--- config.mk ---
export PLATFORM = sky130hd
export DESIGN_NAME = sertx_port
export DESIGN_NICKNAME = d
export VERILOG_FILES = /design/src/rtl/sertx_pkg.sv /design/src/rtl/sertx_fifo.sv /design/src/rtl/sertx_shifter.sv /design/src/rtl/sertx_status.sv /design/src/rtl/sertx_port.sv
export SDC_FILE = /design/constraint.sdc
export NUM_CORES = 1
export LEC_CHECK = 0
export BUFFER_PORTS_ARGS = -buffer_cell sky130_fd_sc_hd__buf_2
export CORE_ASPECT_RATIO = 2
export CORE_UTILIZATION = 45
export CTS_BUF_LIST = sky130_fd_sc_hd__clkbuf_4 sky130_fd_sc_hd__clkbuf_8
export DETAILED_ROUTE_END_ITERATION = 10
export PLACE_DENSITY = 0.75
export REMOVE_ABC_BUFFERS = 1
export SLEW_MARGIN = 0
export SYNTH_ARGS = -nofsm -noshare
export SYNTH_HDL_FRONTEND = slang
export SYNTH_SLANG_ARGS = --single-unit
--- constraint.sdc ---
create_clock -name clk -period 7.1 [get_ports clk]
set_input_delay 0.355 -clock clk [delete_from_list [all_inputs] [get_ports clk]]
set_output_delay 0.355 -clock clk [all_outputs]
set_load 0.02 [all_outputs]
--- src/rtl/sertx_pkg.sv ---
package sertx_pkg;

    // Status register write bit positions
    localparam int STW_CLR_UVF = 0;
    localparam int STW_OVF     = 1;
    localparam int STW_W       = 2;

    typedef enum logic [1:0] {
        SH_HOLD,
        SH_SHIFT,
        SH_LOAD,
        SH_RELOAD
    } sh_op_e;

    typedef struct packed {
        logic uvf;
        logic ovf;
    } err_flags_t;

    // Set has priority over clear
    function automatic logic sticky_next(input logic cur, input logic set, input logic clr);
        return set | (cur & ~clr);
    endfunction

endpackage

--- src/rtl/sertx_fifo.sv ---
module sertx_fifo #(
    parameter int WORD_W = 16,
    parameter int DEPTH  = 4
) (
    input  logic              clk,
    input  logic              rst,
    input  logic              push,
    input  logic [WORD_W-1:0] push_data,
    input  logic              pop,
    output logic [WORD_W-1:0] head,
    output logic              full,
    output logic              empty
);
    localparam int PTR_W = (DEPTH > 1) ? $clog2(DEPTH) : 1;
    localparam int CNT_W = $clog2(DEPTH + 1);

    logic [WORD_W-1:0] mem [DEPTH];
    logic [PTR_W-1:0]  rd_ptr, wr_ptr;
    logic [CNT_W-1:0]  count;

    function automatic logic [PTR_W-1:0] ptr_inc(input logic [PTR_W-1:0] p);
        return (p == PTR_W'(DEPTH - 1)) ? '0 : p + 1'b1;
    endfunction

    assign full  = (count == CNT_W'(DEPTH));
    assign empty = (count == '0);
    assign head  = mem[rd_ptr];

    always_ff @(posedge clk) begin
        if (push) mem[wr_ptr] <= push_data;
    end

    always_ff @(posedge clk) begin
        if (rst) begin
            rd_ptr <= '0;
            wr_ptr <= '0;
            count  <= '0;
        end else begin
            if (push) wr_ptr <= ptr_inc(wr_ptr);
            if (pop)  rd_ptr <= ptr_inc(rd_ptr);
            case ({push, pop})
                2'b10:   count <= count + 1'b1;
                2'b01:   count <= count - 1'b1;
                default: count <= count;
            endcase
        end
    end
endmodule

--- src/rtl/sertx_shifter.sv ---
module sertx_shifter
    import sertx_pkg::*;
#(
    parameter int WORD_W = 16
) (
    input  logic              clk,
    input  logic              rst,
    input  sh_op_e            op,
    input  logic [WORD_W-1:0] load_data,
    output logic              sdo
);
    logic [WORD_W-1:0] shreg;
    logic [WORD_W-1:0] last_word;

    assign sdo = shreg[WORD_W-1];

    always_ff @(posedge clk) begin
        if (rst) begin
            shreg     <= '0;
            last_word <= '0;
        end else begin
            case (op)
                SH_LOAD: begin
                    shreg     <= load_data;
                    last_word <= load_data;
                end
                SH_RELOAD: shreg <= last_word;
                SH_SHIFT:  shreg <= {shreg[WORD_W-2:0], 1'b0};
                default:   shreg <= shreg;
            endcase
        end
    end
endmodule

--- src/rtl/sertx_status.sv ---
module sertx_status
    import sertx_pkg::*;
(
    input  logic              clk,
    input  logic              rst,
    input  logic              tx_en,
    input  logic              ovf_set,
    input  logic              uvf_set,
    input  logic              stat_wr,
    input  logic [STW_W-1:0]  stat_wdata,
    output err_flags_t        flags
);
    logic tx_en_q;
    logic disable_edge;
    logic uvf_w1c;

    assign disable_edge = tx_en_q & ~tx_en;
    // Overflow bit ignores writes; only underflow is write-1-to-clear
    assign uvf_w1c      = stat_wr & stat_wdata[STW_CLR_UVF];

    always_ff @(posedge clk) begin
        if (rst) begin
            tx_en_q <= 1'b0;
            flags   <= '0;
        end else begin
            tx_en_q   <= tx_en;
            flags.ovf <= sticky_next(flags.ovf, ovf_set, disable_edge);
            flags.uvf <= sticky_next(flags.uvf, uvf_set, disable_edge | uvf_w1c);
        end
    end
endmodule

--- src/rtl/sertx_port.sv ---
module sertx_port
    import sertx_pkg::*;
#(
    parameter int WORD_W = 16,
    parameter int DEPTH  = 4
) (
    input  logic              clk,
    input  logic              rst,
    input  logic              tx_en,
    input  logic              dma_en,
    input  logic              mc_mode,
    input  logic              slot_en,
    input  logic              wr_valid,
    input  logic [WORD_W-1:0] wr_data,
    input  logic              stat_wr,
    input  logic [1:0]        stat_wdata,
    input  logic              fsync,
    input  logic              bit_ce,
    output logic              sdo,
    output logic              stat_full,
    output logic              stat_ovf,
    output logic              stat_uvf,
    output logic              irq_tx,
    output logic              irq_err
);
    logic              fifo_full, fifo_empty;
    logic [WORD_W-1:0] fifo_head;
    logic              push, pop, tx_start;
    logic              ovf_set, uvf_set;
    sh_op_e            sh_op;
    err_flags_t        flags;

    // Write and start are both judged on the registered occupancy
    assign push     = wr_valid & ~fifo_full;
    assign ovf_set  = wr_valid & fifo_full;
    assign tx_start = fsync & tx_en & (~mc_mode | slot_en);
    assign pop      = tx_start & ~fifo_empty;
    assign uvf_set  = tx_start & fifo_empty;

    always_comb begin
        if (tx_start)
            sh_op = fifo_empty ? SH_RELOAD : SH_LOAD;
        else if (bit_ce & tx_en)
            sh_op = SH_SHIFT;
        else
            sh_op = SH_HOLD;
    end

    sertx_fifo #(.WORD_W(WORD_W), .DEPTH(DEPTH)) u_fifo (
        .clk       (clk),
        .rst       (rst),
        .push      (push),
        .push_data (wr_data),
        .pop       (pop),
        .head      (fifo_head),
        .full      (fifo_full),
        .empty     (fifo_empty)
    );

    sertx_shifter #(.WORD_W(WORD_W)) u_shift (
        .clk       (clk),
        .rst       (rst),
        .op        (sh_op),
        .load_data (fifo_head),
        .sdo       (sdo)
    );

    sertx_status u_stat (
        .clk        (clk),
        .rst        (rst),
        .tx_en      (tx_en),
        .ovf_set    (ovf_set),
        .uvf_set    (uvf_set),
        .stat_wr    (stat_wr),
        .stat_wdata (stat_wdata),
        .flags      (flags)
    );

    assign stat_full = fifo_full;
    assign stat_ovf  = flags.ovf;
    assign stat_uvf  = flags.uvf;
    assign irq_tx    = tx_en & ~dma_en & ~fifo_full;
    assign irq_err   = flags.ovf | flags.uvf;
endmodule

==> results of run 1 <==
==> critical path: stages, from the launching register on <==
cell     delay (ps)
dfxtp_1         460
nor3_4           70
buf_4           210
or4_4           690
inv_1           110
ha_1            190
inv_1            70
fa_1            370
xor2_1          160
or3_1           310
a21oi_1         140
==> worst min-delay path by stage <==
stage / end / slack, ps / cells past startpoint
after floorplan: u_stat.tx_en_q / 420 / 1
after global placement: u_fifo.rd_ptr[0] / 470 / 2
after detailed placement: u_stat.flags[0] / 480 / 2
after CTS: u_fifo.mem[2][1] / 170 / 1
after global routing: u_fifo.mem[2][1] / 170 / 1
final: u_fifo.mem[3][1] / 190 / 1
==> kinds of logic after synthesis <==
logic type	synth area share
xor gates and xnor gates	0.00394
muxes	0.128
AOI/OAI and AO/OA	0.0780
and+or+nand+nor	0.106
adders and majority gates	0.0214
buffers and inverters	0.0310
DFF	0.631
==> power breakdown <==
part	internal (W)	switching (W)
sequential	0.000703	0.0000177
clock	0.000165	0.000209
combinational	0.0000702	0.000102
==> metal layers <==
layer,global-route usage,wire length (um),vias to the layer above
li1,-,-,1293
met1,0.187,3170,1350
met2,0.294,4440,55
met3,0.0411,259,13
met4,0.0918,153,0
met5,0,0,-
==> state kept, by name (all words and copies together), names as in the netlist, named ones only <==
name / flops
u_fifo.count: 3
u_shift.last_word: 16
u_fifo.wr_ptr: 2
u_stat.tx_en_q: 1
u_fifo.rd_ptr: 2
u_fifo.mem: 64
u_stat.flags: 2
u_shift.shreg: 16
==> cells in the final DEF (no fill, tap or decap), types with 2 or more instances in the layout <==
| cell type | instances |
|---|---|
| a21o_1 | 2 |
| xor2_1 | 2 |
| nand2b_1 | 15 |
| or3_1 | 2 |
| edfxtp_1 | 64 |
| a311oi_1 | 15 |
| mux2i_1 | 21 |
| a21oi_1 | 34 |
| nand2_1 | 6 |
| mux4_2 | 16 |
| inv_1 | 9 |
| nor2_1 | 26 |
| buf_4 | 2 |
| clkbuf_8 | 9 |
| nand3_1 | 31 |
| and2_1 | 5 |
| dfxtp_1 | 44 |
| nor3_1 | 2 |
| buf_2 | 32 |
| ha_1 | 6 |
| inv_4 | 2 |
| o21ai_0 | 2 |
==> per-stage QoR <==
stage | hold slack, ps | power [W] | instances | util
after global placement | 474 | 0.000901 | 478 | 0.486
after global routing | 170 | 0.00132 | 494 | 0.506
final | 189 | 0.00127 | 494 | 0.506
after floorplan | 422 | 0.000850 | 312 | -
after CTS | 168 | 0.00128 | 494 | 0.506
after detailed placement | 477 | 0.000909 | 478 | 0.486
==> layout make-up <==
type,count,area [sq um]
Clock buffer,9,124
Clock inverter,7,73.8
Fill cell,834,4760
Inverter,10,37.5
Multi-Input combinational cell,194,1500
Sequential cell,108,2800
Tap cell,132,165
Timing Repair Buffer,34,175
==> reports/metrics.csv, run 1 <==
stage;metric;value;unit
status;status;complete, but fails checks;
status;violations;DRC;
synth;yosysWarnings;0;
global_routing;grt.overflow.total;0;
synth;synth_seq_cells;108;
synth;mappedNetlistArea;4440;sq um
floorplan;die_height;143;um
setup_path;crit_path_start;u_fifo.count[0];
power_and_ir_drop;p_leak;1.81;nW
setup_path;cp-endpoint;u_fifo.count[2];
placement;hpwl;5.44;mm
clock_network;clockBufferDepth;2;
sta;fmax;350;MHz
synth;synth_edf_count;64;
synth;syn_inst;333;
sta;relSlewSlack;0.168;
clock_network;clk_latency;380;ps
setup_path;rrSetupSlack;4240;ps
synth;netlist_top_cells_count;edfxtp_1 (64), dfxtp_1 (44), a21oi_1 (34), nand3_1 (31), nor2_1 (26);
setup_path;critPathMaxFanout;20;
sta;rsz0062_at_grt;false;
detailed_routing;wl_per_cell;16.3;um
floorplan;core_area;9640;sq um
sta;worst_pin_slew;1240;ps
setup_path;critPathLaunchType;register;
floorplan;fp-row-count;51;
detailed_routing;wirelength;8.03;mm
sta;setup-violations-final;0;
global_routing;grt_pass1_vias;2746;
floorplan;dieArea;10300;sq um
power_and_ir_drop;p_per_area;260;nW/um^2
floorplan;die_w;72.3;um
placement;place_area;4680;sq um
setup_path;path_class;reg2reg;
synth;synth_top_area_share;0.433;
floorplan;boundaryPins;34;
hold_path;hold_class;in2reg;
detailed_routing;vias_per_cell;5.49;
clock_network;numCtsBuffers;9;
clock_network;htreeDepth;3;
synth;yosys.area.top_type;edfxtp_1;
global_routing;grt_pass1_wl;13.2;mm
clock_network;postCtsSetupBuffers;0;
sta;hold_violations;0;
setup_path;worstPathRequired;7420;ps
sta;fin_ws;4240;ps
global_routing;grt.total_usage;0.170;
synth;synth.most_common_cell;edfxtp_1;
placement;port_buffers;32;
clock_network;cts_sinks;108;
setup_path;reg2reg_from;u_fifo.count[0];
synth;async_flop_share;0;
sta;slew_viol_final;0;
power_and_ir_drop;peakVddDrop;173;uV
cells_and_area;syn_to_final_growth;9.86;%
sta;fin_crit;2860;ps
detailed_routing;vias;2711;
cells_and_area;drive_gt1_frac;0.191;
clock_network;cts_hold_buf;0;
global_routing;antenna_found_initial;0;
sta;finClkSkew;18.1;ps
synth;synth_area_leaders;edfxtp_1 (43%), dfxtp_1 (20%), mux4_2 (8.1%);
sta;post-route-period-util;0.402;
hold_path;min_from;wr_data[1];
sta;fin_setup_tns;0;ps
clock_network;cts_tree;done;
synth;synth-main-ff-cell;edfxtp_1;
detailed_routing;drtAntennaViolNets;0;
detailed_routing;dr.pass1.iters;7;
setup_path;regToRegEndpoint;u_fifo.count[2];
cells_and_area;layout.nets;392;
setup_path;endpoint_kind;register;
detailed_routing;drt_iter0_markers;246;
setup_path;ff2ff_path_depth;10;
synth;syn_area_per_cell;13.3;sq um
floorplan;initial_core_util;0.461;
setup_path;cp_data_arrival_time;3170;ps
placement;dp_slack;3980;ps
clock_network;cts_resized;0;
placement;gp_congestion;0.750;
synth;ys_types;32;
synth;yosysSeqAreaShare;0.631;
clock_network;root_buffer;clkbuf_8;
cells_and_area;n_antenna_cell;0;
job;drv_cap;0;
cells_and_area;final_cell_area;4880;sq um
detailed_routing;drc;3;
global_routing;grt_max_degree;43;
clock_network;path_clk_slew;110;ps
(Power assumes the default switching activity.)
==> run 2: changes to the inputs <==
==> constraint.sdc (replaced) <==
create_clock -name clk -period 2.75 [get_ports clk]
set_input_delay 0.1375 -clock clk [delete_from_list [all_inputs] [get_ports clk]]
set_output_delay 0.1375 -clock clk [all_outputs]
set_load 0.02 [all_outputs]
==> run 2 against run 1 <==
The run still ends with DRC left; non-clock buffer count rose by 26; die area did not move; via count rose by 3.5%.
==> reports/metrics.csv, run 2 (synthesis results as in run 1) <==
stage;metric;value;unit;change
status;status;complete, but fails checks;;
status;violations;DRC;;
clock_network;htreeDepth;3;;unchanged
clock_network;path_clk_slew;90;ps;-20 ps
power_and_ir_drop;p_per_area;631;nW/um^2;+140%
detailed_routing;wl_per_cell;16.7;um;+2.6%
setup_path;ff2ff_path_depth;9;;-1
setup_path;critPathMaxFanout;4;;-80%
floorplan;boundaryPins;34;;unchanged
cells_and_area;final_common_cell;edfxtp_1;;
setup_path;worstPathRequired;3040;ps;-4380 ps
sta;relSlewSlack;0.485;;+0.318
sta;hold_violations;0;;unchanged
global_routing;grt_pass1_vias;2857;;+4.0%
detailed_routing;vias_per_cell;5.39;;-1.7%
global_routing;grt_max_degree;43;;unchanged
hold_path;holdPathStages;1;;unchanged
detailed_routing;drt_iter0_markers;182;;-26%
setup_path;rrSetupSlack;380;ps;-3860 ps
sta;fin_crit;2370;ps;-487 ps
sta;finClkSkew;6.58;ps;-11.5 ps
power_and_ir_drop;p_leak;1.91;nW;+5.9%
sta;fmax;422;MHz;+21%
detailed_routing;drtAntennaViolNets;0;;unchanged
placement;place_area;4770;sq um;+1.9%
cells_and_area;syn_to_final_growth;14.5;%;
cells_and_area;final_cell_mix;edfxtp_1 (64), dfxtp_1 (44), a21oi_1 (34);;
cells_and_area;n_antenna_cell;0;;unchanged
floorplan;fp-row-count;51;;unchanged
cells_and_area;drive_gt1_frac;0.211;;+0.0207
clock_network;numCtsBuffers;9;;unchanged
detailed_routing;wirelength;8.67;mm;+8.0%
floorplan;initial_core_util;0.461;;unchanged
sta;fin_setup_tns;0;ps;unchanged
clock_network;root_buffer;clkbuf_8;;
cells_and_area;layout.nets;418;;+6.6%
detailed_routing;drc;1;;-2
placement;port_buffers;32;;unchanged
clock_network;cts_resized;0;;unchanged
floorplan;core_area;9640;sq um;unchanged
global_routing;grt.overflow.total;0;;unchanged
cells_and_area;top_register;u_fifo.mem;;
clock_network;clk_latency;360;ps;-20 ps
setup_path;path_class;reg2reg;;
placement;hpwl;5.91;mm;+8.5%
clock_network;cts_tree;done;;
detailed_routing;vias;2805;;+3.5%
job;drv_cap;0;;unchanged
power_and_ir_drop;peakVddDrop;413;uV;+140%
floorplan;die_w;72.3;um;unchanged
cells_and_area;top_regs;u_fifo.mem: 64 flops, u_shift.last_word: 16 flops, u_shift.shreg: 16 flops;;
detailed_routing;dr.pass1.iters;7;;unchanged
setup_path;endpoint_kind;register;;
sta;setup-violations-final;0;;unchanged
global_routing;antenna_found_initial;0;;unchanged
hold_path;hold_class;in2reg;;
sta;worst_pin_slew;772;ps;-472 ps
clock_network;cts_sinks;108;;unchanged
cells_and_area;largest_reg_flops;64;;unchanged
floorplan;die_height;143;um;unchanged
clock_network;clockBufferDepth;2;;unchanged
sta;rsz0062_at_grt;false;;
global_routing;grt_pass1_wl;14.2;mm;+7.6%
setup_path;critPathLaunchType;register;;
cells_and_area;final_cell_area;5090;sq um;+4.2%
global_routing;grt.total_usage;0.183;;+0.0132
sta;post-route-period-util;0.862;;+0.460
floorplan;dieArea;10300;sq um;unchanged
power_and_ir_drop;finalPower;0.00321;W;+150%
sta;slew_viol_final;0;;unchanged
placement;gp_congestion;0.742;;-1.2%
setup_path;cp_data_arrival_time;2660;ps;-510 ps
run 2: cell count changes in the layout (fill, tap and decap cells not counted):
cell	before	now
inv_8	1	0
bufinv_16	1	0
clkbuf_4	0	5
clkinv_4	1	0
buf_4	2	14
clkinvlp_2	0	1
o21ai_1	1	0
o21ai_0	2	3
inv_4	2	0
dlygate4sd3_1	0	14
clkinv_1	1	0
run 2: per-layer routing:
| metal | wire length (um) | global-route usage | vias up |
|---|---|---|---|
| li1 | - | - | 1344 |
| met1 | 3380 | 0.208 | 1364 |
| met2 | 4800 | 0.325 | 81 |
| met3 | 302 | 0.0297 | 16 |
| met4 | 189 | 0.0877 | 0 |
| met5 | 0 | 0 | - |
run 2: cell type report:
type	count	area, sq um
fill	806	4550
sequential	108	2800
multi-input combinational	194	1500
timing repair buffer	60	405
tap	132	165
clock buffer	14	161
inverter	10	37.5
clock inverter	2	12.5
run 2: path summary, 6_finish.rpt:
check	from	endpoint
worst max-delay path	u_fifo.count[0]	u_fifo.count[2]
worst min-delay path	wr_data[14]	u_fifo.mem[3][14]
worst max register to register	u_fifo.count[0]	u_fifo.count[2]
worst min register to register	u_shift.last_word[5]	u_shift.shreg[5]
run 2: what timing repair did:
item | in CTS | in global routing
buffers inserted | 0 | 0
setup endpoints to repair | 0 | 0
hold endpoints to repair | 56 | 0
hold buffers | 14 | 0
run 2: critical path, cell delays in order (launching register included):
cell,delay (ps)
dfxtp_1,450
nor3_4,80
or4_4,490
inv_1,70
ha_1,170
inv_1,70
fa_1,370
xor2_1,160
or3_1,300
a21oi_1,140
run 2: report_power, final:
| group | internal (W) | leakage (nW) | total [W] | switching (W) |
|---|---|---|---|---|
| Combinational | 0.000209 | 0.879 | 0.000485 | 0.000276 |
| Sequential | 0.00182 | 0.947 | 0.00186 | 0.0000497 |
| Clock | 0.000379 | 0.0879 | 0.000862 | 0.000482 |
| Total | 0.00240 | 1.91 | 0.00321 | 0.000808 |
run 2: metrics by stage:
stage / utilization / cells / hold WS (ps) / setup slack [ps]
finish: 0.528 / 520 / 24.2 / 380
floorplan: - / 312 / 204 / 272
detailed placement: 0.495 / 490 / 358 / 419
CTS: 0.528 / 520 / 9.26 / 400
global placement: 0.495 / 490 / 348 / 478
global route: 0.528 / 520 / 7.88 / 254
==> run 3: changes to the inputs <==
--- a/config.mk
+++ b/config.mk
@@ -5,12 +5,14 @@
 export SDC_FILE = /design/constraint.sdc
 export NUM_CORES = 1
 export LEC_CHECK = 0
+export ABC_AREA = 1
 export BUFFER_PORTS_ARGS = -buffer_cell sky130_fd_sc_hd__buf_2
 export CORE_ASPECT_RATIO = 2
 export CORE_UTILIZATION = 45
 export CTS_BUF_LIST = sky130_fd_sc_hd__clkbuf_4 sky130_fd_sc_hd__clkbuf_8
 export DETAILED_ROUTE_END_ITERATION = 10
 export PLACE_DENSITY = 0.75
+export RECOVER_POWER = 25
 export REMOVE_ABC_BUFFERS = 1
 export SLEW_MARGIN = 0
 export SYNTH_ARGS = -nofsm -noshare
==> run 3 against run 2 <==
The flow now finishes without violations; clock skew increased by 6.6 ps; critical path depth increased by 1; wire length is 1.9% higher; final cell count is 27% higher.
==> reports/metrics.csv, run 3 <==
stage;metric;value;unit;change
status;status;complete, no violations;;
placement;dp_slack;592;ps;+173 ps
sta;relSlewSlack;0.340;;-0.145
clock_network;cts_hold_buf;16;;+2
synth;yosys.area.top_type;edfxtp_1;;
setup_path;critPathMaxFanout;9;;+5
cells_and_area;fill_cells;899;;+12%
synth;mappedNetlistArea;4510;sq um;+1.5%
clock_network;path_clk_slew;110;ps;+20 ps
cells_and_area;largest_reg_flops;64;;unchanged
setup_path;critPathLaunchType;register;;
hold_path;min_from;wr_valid;;
global_routing;grt_pass1_vias;3142;;+10%
floorplan;core_area;9760;sq um;+1.3%
synth;async_flop_share;0;;unchanged
synth;synth_area_leaders;edfxtp_1 (43%), dfxtp_1 (20%), nand2_1 (9.1%);;
clock_network;root_buffer;clkbuf_8;;
synth;synth_top_area_share;0.426;;-0.00636
synth;yosysWarnings;0;;unchanged
sta;setup-violations-final;0;;unchanged
floorplan;fp-row-count;51;;unchanged
detailed_routing;drc;0;;-1
cells_and_area;top_regs;u_fifo.mem: 64 flops, u_shift.last_word: 16 flops, u_shift.shreg: 16 flops;;
cells_and_area;drive_gt1_frac;0.108;;-0.104
job;drv_cap;0;;unchanged
detailed_routing;drtAntennaViolNets;0;;unchanged
synth;synth.most_common_cell;nand2_1;;
placement;place_area;4760;sq um;-0.26%
clock_network;clockBufferDepth;2;;unchanged
detailed_routing;wl_per_cell;13.4;um;-20%
sta;rsz0062_at_grt;false;;
floorplan;dieArea;10400;sq um;+1.5%
cells_and_area;final_core_util;0.524;;-0.00383
global_routing;grt.overflow.total;0;;unchanged
floorplan;die_height;144;um;+0.74%
hold_path;hold_class;in2reg;;
setup_path;path_cells;inv_1 -> nand2_2 -> o21ai_2 -> ha_1 -> inv_1 -> fa_1 -> a21oi_1 -> o21ai_0 -> o21ai_0 -> a21oi_1;;
placement;port_buffers;32;;unchanged
synth;yosysSeqAreaShare;0.622;;-0.00928
clock_network;numCtsBuffers;9;;unchanged
setup_path;path_class;reg2reg;;
global_routing;grt_pass1_wl;14.7;mm;+3.5%
synth;syn_area_per_cell;9.39;sq um;-30%
setup_path;crit_path_start;u_fifo.count[1];;
synth;ys_types;25;;-22%
setup_path;endpoint_kind;register;;
global_routing;grt_max_degree;35;;-19%
cells_and_area;final_cell_area;5120;sq um;+0.59%
clock_network;postCtsSetupBuffers;0;;unchanged
cells_and_area;syn_to_final_growth;13.5;%;
power_and_ir_drop;peakVddDrop;479;uV;+16%
power_and_ir_drop;p_per_area;650;nW/um^2;+2.9%
placement;hpwl;6.03;mm;+2.0%
cells_and_area;n_antenna_cell;0;;unchanged
sta;post-route-period-util;0.803;;-0.0587
setup_path;worstPathRequired;3010;ps;-30 ps
global_routing;grt.total_usage;0.187;;+0.00400
sta;worst_pin_slew;990;ps;+218 ps
synth;synth_seq_cells;108;;unchanged
cells_and_area;final_cell_mix;nand2_1 (109), nor2_1 (89), edfxtp_1 (64);;
floorplan;initial_core_util;0.462;;+0.000766
placement;gp_congestion;0.819;;+10%
sta;fin_setup_tns;0;ps;unchanged
cells_and_area;final_common_cell;nand2_1;;
sta;slew_viol_final;0;;unchanged
detailed_routing;drt_iter0_markers;248;;+36%
setup_path;cp_data_arrival_time;2470;ps;-190 ps
cells_and_area;top_register;u_fifo.mem;;
sta;hold_violations;0;;unchanged
clock_network;clk_latency;370;ps;about the same
sta;fin_ws;541;ps;+161 ps
synth;synth-main-ff-cell;edfxtp_1;;
clock_network;htreeDepth;3;;unchanged
sta;finClkSkew;13.2;ps;+6.62 ps
detailed_routing;wirelength;8.83;mm;+1.9%
power_and_ir_drop;p_leak;2.02;nW;+5.5%
detailed_routing;dr.pass1.iters;4;;-3
setup_path;slowest_delay;390;ps;-100 ps
floorplan;die_w;72.8;um;+0.73%
detailed_routing;vias_per_cell;4.98;;-7.7%
sta;fin_crit;2210;ps;-161 ps
floorplan;boundaryPins;34;;unchanged
global_routing;antenna_found_initial;0;;unchanged
synth;netlist_top_cells_count;nand2_1 (109), nor2_1 (89), edfxtp_1 (64), nand3_1 (51), dfxtp_1 (44);;
clock_network;cts_resized;0;;unchanged
setup_path;critPathSlowestCell;fa_1;;
setup_path;reg2reg_from;u_fifo.count[1];;
sta;fmax;453;MHz;+7.3%
detailed_routing;vias;3292;;+17%
clock_network;cts_sinks;108;;unchanged
synth;syn_inst;480;;+44%
synth;synth_edf_count;64;;unchanged
clock_network;cts_tree;done;;
cells_and_area;layout.nets;559;;+34%
==> run 3: metrics by stage <==
| step | total power (W) | hold slack, ps | std cells |
|---|---|---|---|
| after floorplan | 0.00218 | 207 | 458 |
| after global placement | 0.00231 | 347 | 629 |
| after detailed placement | 0.00234 | 354 | 629 |
| after CTS | 0.00335 | 34.8 | 661 |
| after global routing | 0.00348 | 42.5 | 661 |
| final | 0.00332 | 40.9 | 661 |
==> run 3: cells by family after synthesis <==
group,count (synthesis),share of synthesized area
compound gates,60,0.0699
fa+ha+maj,7,0.0211
buf+inv,44,0.0463
flops,108,0.622
simple gates,261,0.241
==> run 3: area by class of cell <==
class,count,area [sq um],area share
Sequential cell,108,2800,0.548
Multi-Input combinational cell,328,1500,0.292
Timing Repair Buffer,55,358,0.0699
Tap cell,132,165,0.0323
Clock buffer,9,124,0.0242
Clock inverter,7,87.6,0.0171
Inverter,22,82.6,0.0161
==> run 3: per-layer routing <==
layer	part of all wire	wire [um]	GRT usage
met1	0.38	3390	0.193
met4	0.029	257	0.103
met3	0.021	182	0.0309
met2	0.57	5010	0.347
met5	0	0	0
==> run 3: worst paths after layout <==
| kind | end | slack [ps] | cells after the start |
|---|---|---|---|
| setup reg to reg | u_fifo.count[2] | 540 | 10 |
| hold / removal | u_stat.flags[0] | 40 | 3 |
| setup / recovery | u_fifo.count[2] | 540 | 10 |
| hold reg to reg | u_stat.flags[0] | 480 | 2 |
==> run 3: worst max-delay path, delay by kind of cell (launching register included) <==
family	cells	cell delay, ps
compound gates	5	860
fa+ha+maj	2	590
buf+inv	2	210
flops	1	330
simple gates	1	120
==> run 3: report_power, final <==
group / internal [W] / leakage, nW / switching, W
registers: 0.00182 / 0.948 / 0.0000396
clock network: 0.000446 / 0.109 / 0.000563
logic: 0.000153 / 0.963 / 0.000308
